## config.mk

```make
export PLATFORM = sky130hd
export DESIGN_NAME = wfe_engine
export DESIGN_NICKNAME = d
export VERILOG_FILES = /design/src/rtl/wfe_pkg.sv /design/src/rtl/wfe_store.sv /design/src/rtl/wfe_ctrl.sv /design/src/rtl/wfe_dpath.sv /design/src/rtl/wfe_engine.sv
export SDC_FILE = /design/constraint.sdc
export NUM_CORES = 2
export LEC_CHECK = 0
export BUFFER_PORTS_ARGS = -buffer_cell sky130_fd_sc_hd__clkbuf_2
export CAP_MARGIN = 20
export CELL_PAD_IN_SITES_DETAIL_PLACEMENT = 1
export CELL_PAD_IN_SITES_GLOBAL_PLACEMENT = 2
export CORE_ASPECT_RATIO = 0.6
export CORE_UTILIZATION = 35
export DETAILED_ROUTE_END_ITERATION = 7
export GPL_ROUTABILITY_DRIVEN = 0
export PLACE_DENSITY_LB_ADDON = 0.1
export SLEW_MARGIN = 20
export SYNTH_ARGS = -nofsm -noshare
export SYNTH_HDL_FRONTEND = slang
export SYNTH_SLANG_ARGS = --single-unit
export TNS_END_PERCENT = 50
```

## constraint.sdc

```tcl
create_clock -name clk -period 10.13 [get_ports clk]
set_input_delay 0.5065 -clock clk [delete_from_list [all_inputs] [get_ports clk]]
set_output_delay 0.5065 -clock clk [all_outputs]
set_load 0.02 [all_outputs]
```

## src/rtl/wfe_pkg.sv

```systemverilog
package wfe_pkg;
  // Width of a state number; the all-ones value is the idle state.
  localparam int STATE_W = 3;
  localparam logic [STATE_W-1:0] IDLE_ST = 3'd7;
  // Control pins: one output byte splits into levels and enables.
  localparam int CTL_W = 4;

  // Per-cycle strobes from control to datapath.
  typedef struct packed {
    logic       enter;     // entering a programmable state
    logic       goIdle;    // entering idle
    logic       fifoMode;
    logic       irq;
    logic       incAddr;
    logic       next;
    logic       drive;
    logic       capture;
    logic [7:0] outByte;
  } wfe_strobe_t;
endpackage

```

## src/rtl/wfe_store.sv

```systemverilog
module wfe_store #(
  parameter int DESC_BYTES = 128
) (
  input  logic        clk,
  input  logic        rstN,
  input  logic        regWr,
  input  logic [7:0]  regAddr,
  input  logic [7:0]  regData,
  input  logic [4:0]  rdIdx,
  output logic [31:0] rdInstr,
  output logic        softRdy,
  output logic        asyncRdy,
  output logic        substTc,
  output logic [1:0]  flagSel,
  output logic [7:0]  idleCtl,
  output logic        idleDrive,
  output logic [7:0]  sglOut,
  output logic        tcLoad,
  output logic        addrLoad,
  output logic [7:0]  loadVal
);
  localparam int IDX_W = $clog2(DESC_BYTES);

  logic [7:0] mem [DESC_BYTES];
  logic [7:0] cfgReg;
  logic       idleBusReg;
  logic       descWr;

  assign descWr = regWr && !regAddr[7];

  always_ff @(posedge clk or negedge rstN) begin
    if (!rstN) begin
      for (int i = 0; i < DESC_BYTES; i++) mem[i] <= '0;
      cfgReg     <= '0;
      idleCtl    <= '0;
      idleBusReg <= 1'b0;
      sglOut     <= '0;
    end else if (regWr) begin
      if (descWr) mem[regAddr[IDX_W-1:0]] <= regData;
      case (regAddr)
        8'h80:   cfgReg     <= regData;
        8'h81:   idleCtl    <= regData;
        8'h82:   idleBusReg <= regData[0];
        8'h84:   sglOut     <= regData;
        default: ;
      endcase
    end
  end

  // Four field bytes of the addressed state, little-end first.
  for (genvar f = 0; f < 4; f++) begin : g_rd
    assign rdInstr[8*f +: 8] = mem[{rdIdx, 2'(f)}];
  end

  assign softRdy   = cfgReg[0];
  assign asyncRdy  = cfgReg[1];
  assign substTc   = cfgReg[2];
  assign flagSel   = cfgReg[5:4];
  assign idleDrive = idleBusReg;
  assign tcLoad    = regWr && (regAddr == 8'h83);
  assign addrLoad  = regWr && (regAddr == 8'h85);
  assign loadVal   = regData;
endmodule

```

## src/rtl/wfe_ctrl.sv

```systemverilog
module wfe_ctrl
  import wfe_pkg::*;
#(
  parameter int RDY_N = 6
) (
  input  logic              clk,
  input  logic              rstN,
  input  logic              trig,
  input  logic [1:0]        trigWave,
  input  logic [RDY_N-1:0]  ready,
  input  logic              fifoEmpty,
  input  logic              fifoFull,
  input  logic              fifoProg,
  input  logic              softRdy,
  input  logic              asyncRdy,
  input  logic              substTc,
  input  logic [1:0]        flagSel,
  input  logic              expired,
  input  logic [31:0]       rdInstr,
  output logic [4:0]        rdIdx,
  output wfe_strobe_t       stb,
  output logic              done
);
  logic [STATE_W-1:0] curSt, nextSt;
  logic [1:0]         waveSel;
  logic [8:0]         holdCnt;
  logic [7:0]         curLen, curLogic;
  logic               curDec;
  logic               advance;
  logic [RDY_N-1:0]   rdyA, rdyB, rdySeen;
  logic [7:0]         cond;
  logic               flagBit, opA, opB, result;

  // Ready sampling: one stage, or two for asynchronous sources.
  always_ff @(posedge clk or negedge rstN) begin
    if (!rstN) begin
      rdyA <= '0;
      rdyB <= '0;
    end else begin
      rdyA <= ready;
      rdyB <= rdyA;
    end
  end
  assign rdySeen = asyncRdy ? rdyB : rdyA;

  always_comb begin
    case (flagSel)
      2'd1:    flagBit = fifoFull;
      2'd2:    flagBit = fifoProg;
      default: flagBit = fifoEmpty;
    endcase
  end

  assign cond = {softRdy, flagBit, (substTc ? expired : rdySeen[5]), rdySeen[4:0]};
  assign opA  = cond[curLogic[2:0]];
  assign opB  = cond[curLogic[5:3]];

  always_comb begin
    case (curLogic[7:6])
      2'd1:    result = opA | opB;
      2'd2:    result = opA ^ opB;
      default: result = opA & opB;
    endcase
  end

  always_comb begin
    advance = 1'b0;
    nextSt  = curSt;
    if (done) begin
      if (trig) begin
        advance = 1'b1;
        nextSt  = '0;
      end
    end else if (curDec) begin
      nextSt = result ? curLen[5:3] : curLen[2:0];
      if (nextSt != curSt || curLen[7]) advance = 1'b1;
    end else if (holdCnt == 9'd1) begin
      advance = 1'b1;
      nextSt  = curSt + 3'd1;
    end
  end

  assign rdIdx = {(done ? trigWave : waveSel), nextSt};

  always_comb begin
    stb          = '0;
    stb.enter    = advance && (nextSt != IDLE_ST);
    stb.goIdle   = advance && (nextSt == IDLE_ST);
    stb.fifoMode = rdInstr[9];
    stb.irq      = rdInstr[10];
    stb.incAddr  = rdInstr[11];
    stb.next     = rdInstr[12];
    stb.drive    = rdInstr[13];
    stb.capture  = rdInstr[14];
    stb.outByte  = rdInstr[31:24];
  end

  always_ff @(posedge clk or negedge rstN) begin
    if (!rstN) begin
      curSt    <= IDLE_ST;
      done     <= 1'b1;
      waveSel  <= '0;
      holdCnt  <= '0;
      curLen   <= '0;
      curLogic <= '0;
      curDec   <= 1'b0;
    end else if (advance) begin
      curSt <= nextSt;
      if (done) waveSel <= trigWave;
      if (nextSt == IDLE_ST) begin
        done <= 1'b1;
      end else begin
        done     <= 1'b0;
        curLen   <= rdInstr[7:0];
        curDec   <= rdInstr[8];
        curLogic <= rdInstr[23:16];
        holdCnt  <= {(rdInstr[7:0] == 8'd0), rdInstr[7:0]};
      end
    end else if (!done && !curDec) begin
      holdCnt <= holdCnt - 9'd1;
    end
  end
endmodule

```

## src/rtl/wfe_dpath.sv

```systemverilog
module wfe_dpath
  import wfe_pkg::*;
#(
  parameter int DATA_W = 8,
  parameter int ADDR_W = 8,
  parameter int TC_W   = 8
) (
  input  logic              clk,
  input  logic              rstN,
  input  wfe_strobe_t       stb,
  input  logic [7:0]        idleCtl,
  input  logic              idleDrive,
  input  logic [7:0]        sglOut,
  input  logic              tcLoad,
  input  logic              addrLoad,
  input  logic [7:0]        loadVal,
  input  logic [DATA_W-1:0] fifoOutData,
  input  logic [DATA_W-1:0] busIn,
  output logic [CTL_W-1:0]  ctlOut,
  output logic [CTL_W-1:0]  ctlOe,
  output logic [DATA_W-1:0] busOut,
  output logic              busOe,
  output logic [ADDR_W-1:0] addrOut,
  output logic              fifoNext,
  output logic              fifoInWr,
  output logic [DATA_W-1:0] fifoInData,
  output logic [DATA_W-1:0] sglInData,
  output logic              irq,
  output logic              expired
);
  logic [TC_W-1:0] tcCnt;

  always_ff @(posedge clk or negedge rstN) begin
    if (!rstN) begin
      ctlOut     <= '0;
      ctlOe      <= '0;
      busOut     <= '0;
      busOe      <= 1'b0;
      fifoNext   <= 1'b0;
      fifoInWr   <= 1'b0;
      fifoInData <= '0;
      sglInData  <= '0;
      irq        <= 1'b0;
    end else begin
      irq      <= 1'b0;
      fifoNext <= 1'b0;
      fifoInWr <= 1'b0;
      if (stb.enter) begin
        ctlOut   <= stb.outByte[CTL_W-1:0];
        ctlOe    <= stb.outByte[2*CTL_W-1:CTL_W];
        irq      <= stb.irq;
        fifoNext <= stb.next && stb.fifoMode;
        busOe    <= stb.drive;
        busOut   <= stb.fifoMode ? fifoOutData : DATA_W'(sglOut);
        if (stb.capture) begin
          if (stb.fifoMode) begin
            fifoInData <= busIn;
            fifoInWr   <= 1'b1;
          end else begin
            sglInData  <= busIn;
          end
        end
      end else if (stb.goIdle) begin
        ctlOut <= idleCtl[CTL_W-1:0];
        ctlOe  <= idleCtl[2*CTL_W-1:CTL_W];
        busOe  <= idleDrive;
        busOut <= DATA_W'(sglOut);
      end
    end
  end

  always_ff @(posedge clk or negedge rstN) begin
    if (!rstN) begin
      addrOut <= '0;
      tcCnt   <= '0;
    end else begin
      if (addrLoad) addrOut <= ADDR_W'(loadVal);
      else if (stb.enter && stb.incAddr) addrOut <= addrOut + 1'b1;
      if (tcLoad) tcCnt <= TC_W'(loadVal);
      else if (stb.enter && (stb.drive || stb.capture) && tcCnt != '0) tcCnt <= tcCnt - 1'b1;
    end
  end

  assign expired = (tcCnt == '0);
endmodule

```

## src/rtl/wfe_engine.sv

```systemverilog
module wfe_engine
  import wfe_pkg::*;
#(
  parameter int DATA_W = 8,
  parameter int ADDR_W = 8,
  parameter int TC_W   = 8
) (
  input  logic              clk,
  input  logic              rstN,
  input  logic              regWr,
  input  logic [7:0]        regAddr,
  input  logic [7:0]        regData,
  input  logic              trig,
  input  logic [1:0]        trigWave,
  input  logic [5:0]        ready,
  input  logic              fifoEmpty,
  input  logic              fifoFull,
  input  logic              fifoProg,
  input  logic [DATA_W-1:0] fifoOutData,
  input  logic [DATA_W-1:0] busIn,
  output logic [3:0]        ctlOut,
  output logic [3:0]        ctlOe,
  output logic [DATA_W-1:0] busOut,
  output logic              busOe,
  output logic [ADDR_W-1:0] addrOut,
  output logic              fifoNext,
  output logic              fifoInWr,
  output logic [DATA_W-1:0] fifoInData,
  output logic [DATA_W-1:0] sglInData,
  output logic              irq,
  output logic              done
);
  wfe_strobe_t stb;
  logic [4:0]  rdIdx;
  logic [31:0] rdInstr;
  logic        softRdy, asyncRdy, substTc, idleDrive, tcLoad, addrLoad, expired;
  logic [1:0]  flagSel;
  logic [7:0]  idleCtl, sglOut, loadVal;

  wfe_store u_store (
    .clk(clk), .rstN(rstN), .regWr(regWr), .regAddr(regAddr), .regData(regData),
    .rdIdx(rdIdx), .rdInstr(rdInstr), .softRdy(softRdy), .asyncRdy(asyncRdy),
    .substTc(substTc), .flagSel(flagSel), .idleCtl(idleCtl), .idleDrive(idleDrive),
    .sglOut(sglOut), .tcLoad(tcLoad), .addrLoad(addrLoad), .loadVal(loadVal)
  );

  wfe_ctrl u_ctrl (
    .clk(clk), .rstN(rstN), .trig(trig), .trigWave(trigWave), .ready(ready),
    .fifoEmpty(fifoEmpty), .fifoFull(fifoFull), .fifoProg(fifoProg),
    .softRdy(softRdy), .asyncRdy(asyncRdy), .substTc(substTc), .flagSel(flagSel),
    .expired(expired), .rdInstr(rdInstr), .rdIdx(rdIdx), .stb(stb), .done(done)
  );

  wfe_dpath #(.DATA_W(DATA_W), .ADDR_W(ADDR_W), .TC_W(TC_W)) u_dpath (
    .clk(clk), .rstN(rstN), .stb(stb), .idleCtl(idleCtl), .idleDrive(idleDrive),
    .sglOut(sglOut), .tcLoad(tcLoad), .addrLoad(addrLoad), .loadVal(loadVal),
    .fifoOutData(fifoOutData), .busIn(busIn), .ctlOut(ctlOut), .ctlOe(ctlOe),
    .busOut(busOut), .busOe(busOe), .addrOut(addrOut), .fifoNext(fifoNext),
    .fifoInWr(fifoInWr), .fifoInData(fifoInData), .sglInData(sglInData),
    .irq(irq), .expired(expired)
  );
endmodule

```

==> flow_summary.toml <==
[clock_network]
clock_latency_ns = 0.78
cts_tree = "done"
cts.sinks = 1109
path_clk_slew_ns = 0.06
htreeDepth = 3
clockRootBuffer = "clkbuf_16"
cts_inserted_buffers = 117
post_cts.repair.setup_buffers = 0
cts.path.max_buffers = 3

[drt]
vias = 37707
drc = 0
ant_nets = 0
wl_per_cell_um = 27.7
drtIter0Drc = 3151
avgViaCountPerCell = 5.53
first_pass_iters = 5
wl_um = 189000

[grt]
gr-total-overflow = 0
grt.total_usage_pct = 25.4
first_global_vias = 38552
grt_max_degree = 160
antenna_found_initial = 10
grt_pass1_wl_um = 282000

[floorplan]
die-area_um2 = 151000
rows = 109
die_x_um = 500
num_io_pins = 92
fp.dieH_um = 301
initial_core_util_pct = 35.4
core_area_um2 = 148000

[yosys]
async_flop_share_pct = 100
synth_cell_types = 79
synth-edff-count = 0
ys_seq_area_share_pct = 53.2
synthMuxAreaShare_pct = 22.4
synthesis.area_um2 = 52200
ys.flop_type = "dfrtp_1"
synth_xor_area_share_pct = 0.302
synth-adder-area-share_pct = 0.264
synth_compound_area_share_pct = 5.53
yosys_warnings = 0
synth_nets = 4837
syn_avg_cell_area_um2 = 10.9
synth_seq_cells = 1109
synth_top_family_by_area = "multiplexers"
synth_cells = 4779
synth-simple-area-share_pct = 15.0

[timing]
fin_crit_sh_pct = 78.0
tns_ns = 0
grt_setup_unrepaired = "no"
clock_skew_ns = 0.0231
setup_ws_ns = 2.23
finalHoldViolCount = 0
holdWs_ns = 0.287
timing.final.max_slew_violations = 0
tightest_slew_ns = 1.33
clock.fmax_ghz = 0.127
relSlewSlack_pct = 10.7
min_period_ns = 7.90
finalSetupViolCount = 0

[power_and_ir_drop]
cellInternalPower_mw = 8.90
p_per_area_nw_per_um2 = 280
clkPwrFrac_pct = 26.9
switchingPower_mw = 7.45
p_leak_nw = 26.9
power.share.sequential_pct = 30.7
combPwrFrac_pct = 42.4
p_sw_share_pct = 45.6
peakVddDrop_uv = 336

[finish]
fillers = 16059
final_layout_size_suffix_gt1_share_pct = 28.5
nets = 4790
final_core_utilization_pct = 39.6
finalNonFillerCells = 6822
layout-area-overhead-vs-synth_pct = 12.0

[critical_path]
crit_end = "u_ctrl.holdCnt[8]$_DFFE_PN0P_"
cp.arrival_ns = 8.60
cp-end-kind = "flip-flop"
crit_fanout = 126
rr_endpoint = "u_ctrl.holdCnt[8]$_DFFE_PN0P_"
r2r-start = "u_dpath.tcCnt[0]$_DFFE_PN0P_"
cp.required_ns = 10.83
worstSetupStartpointType = "flip-flop"
crit_type = "reg -> reg"
startpoint = "u_dpath.tcCnt[0]$_DFFE_PN0P_"
reg2reg_slack_ns = 2.23
worstRegToRegCells = 24

[placed_design]
placed_cells = 6584
post-place-ws_ns = 2.29
dp_hpwl_um = 116000
io_buffers = 91

[hold_path]
hold_class = "in -> reg"

[flow_run]
max-cap-violations = 0

[outcome]
status = "completed"
-- metal layers --
metal / vias to the layer above / part of all wire [%] / track usage [%]
li1: 16635 / - / -
met1: 20117 / 54 / 41.9
met2: 758 / 40 / 34.2
met3: 197 / 4.4 / 3.83
met4: 0 / 1.6 / 4.54
met5: - / 0 / 0
-- logic make-up after synthesis --
group | after synthesis
AND/OR/NAND/NOR | 1822
AO/OA/AOI/OAI | 413
adder cells (fa/ha/maj) | 11
multiplexers | 1036
buffers and inverters | 370
flip-flops | 1109
XOR/XNOR | 18
-- synth_stat cells, types with 5 or more instances --
master,n,share of area (%)
a21oi_1,59,0.57
o21ai_0,101,0.97
nor2_1,124,0.89
inv_1,18,0.13
buf_1,24,0.17
a31oi_1,31,0.37
and2_1,5,0.060
nor3b_1,8,0.12
mux2_2,984,21
clkbuf_1,202,1.5
ha_1,11,0.26
o21ai_1,9,0.086
o31ai_1,7,0.10
nand3_1,423,4.1
and3_1,64,0.77
a22oi_1,12,0.17
mux2i_1,44,0.84
buf_4,23,0.33
a311oi_1,122,2.0
nand4_1,13,0.16
nor2b_1,10,0.12
xor2_1,12,0.20
a32oi_1,5,0.084
a221oi_1,8,0.13
a211oi_1,13,0.19
or3_1,5,0.060
dfrtp_1,1105,53
a21o_1,10,0.14
nand2_1,1115,8.0
buf_2,91,0.87
nand2b_1,13,0.16
mux4_2,7,0.30
nor3_1,12,0.12
or2_2,9,0.11
buf_6,7,0.15
xnor2_1,6,0.10
-- metrics by stage --
step | total power [mW] | area [um2]
after floorplan | 9.24 | 52200
after global placement | 12.0 | 54300
after detailed placement | 12.0 | 54300
after CTS | 16.5 | 58400
after global routing | 17.2 | 58400
final | 16.3 | 58400
-- critical path: stages (launching register included) --
cell	delay, ns
dfrtp_1	0.40
inv_1	0.07
ha_1	0.18
nand3_1	0.10
or3_1	0.39
nand2_1	0.09
o21ai_0	0.09
mux4_2	0.46
a21oi_1	0.56
inv_1	0.11
ha_1	0.29
and2_1	0.18
o311ai_0	0.60
o2111a_2	0.45
or2_4	0.57
clkinv_8	0.64
buf_4	0.62
mux2i_1	0.25
mux2_2	0.20
nor2_1	0.04
o21ai_1	0.15
a31oi_1	0.08
or4_4	0.63
nor4b_2	0.29
a31o_1	0.17
-- power by group through the flow --
stage	Combinational (mW)	Sequential, mW	Clock (mW)
floorplan	4.16	5.08	0
global placement	6.94	5.09	0
detailed placement	6.92	5.10	0
CTS	6.95	5.02	4.52
global route	7.42	5.07	4.69
finish	6.93	5.03	4.40
-- placed cells by master (no fill, tap or decap), drive strengths merged, types with 11 or more instances in the layout --
cell type,instances
o21ai,110
mux2i,45
dlygate4sd3,24
dfrtp,1105
clkbuf,262
a21oi,60
clkinv,17
and3,64
nand2,1116
inv,22
ha,11
nor2,124
a311oi,122
a22oi,12
a31oi,32
xor2,12
nand2b,13
a211oi,13
nor3,13
nand4,13
mux2,984
nand3,423
buf,78
-- cell type report --
cell class              instances  area (um2)  share of cell area, %
flip-flops and latches       1109       27800                   47.5
repair buffers                184        1420                   2.42
clock buffers                 180        3400                   5.83
well taps                    1998        2500                   4.28
inverters                      20        95.1                  0.163
diodes                          2        5.00                0.00857
clock inverters                29         407                  0.696
multi-input cells            3300       22800                   39.1
-- state kept, by name, summed over array words and instances (netlist names), 2 cells and up --
signal and flops:
u_dpath.addrOut 8, u_ctrl.rdyB 6, u_store.mem 992, u_dpath.fifoInData 8, u_dpath.ctlOe 4, u_ctrl.rdyA 6
u_dpath.sglInData 8, u_store.sglOut 8, u_dpath.busOut 8, u_store.cfgReg 5, u_ctrl.curSt 3, u_store.idleCtl 8
u_dpath.ctlOut 4, u_dpath.tcCnt 8, u_ctrl.curLogic 8, u_ctrl.waveSel 2, u_ctrl.curLen 7, u_ctrl.holdCnt 9
-- worst min-delay path by stage --
stage	startpoint	to	slack, ns	cells past startpoint
finish	regData[1]	u_dpath.tcCnt[1]$_DFFE_PN0P_	0.29	3
floorplan	rstN	u_ctrl.curDec$_DFFE_PN0N_	0.21	0
global placement	u_ctrl.rdyA[5]$_DFF_PN0_	u_ctrl.rdyB[5]$_DFF_PN0_	0.36	0
detailed placement	u_ctrl.rdyA[5]$_DFF_PN0_	u_ctrl.rdyB[5]$_DFF_PN0_	0.37	0
global route	regData[1]	u_dpath.tcCnt[1]$_DFFE_PN0P_	0.27	3
CTS	regData[1]	u_dpath.tcCnt[1]$_DFFE_PN0P_	0.23	3
-- timing repair --
item | 4_1_cts | 5_1_grt
hold endpoints to repair | 117 | 0
hold buffers | 24 | 0
gates resized for setup | 0 | 0
endpoints found under the setup margin | 0 | 0
(Power assumes the default switching activity.)
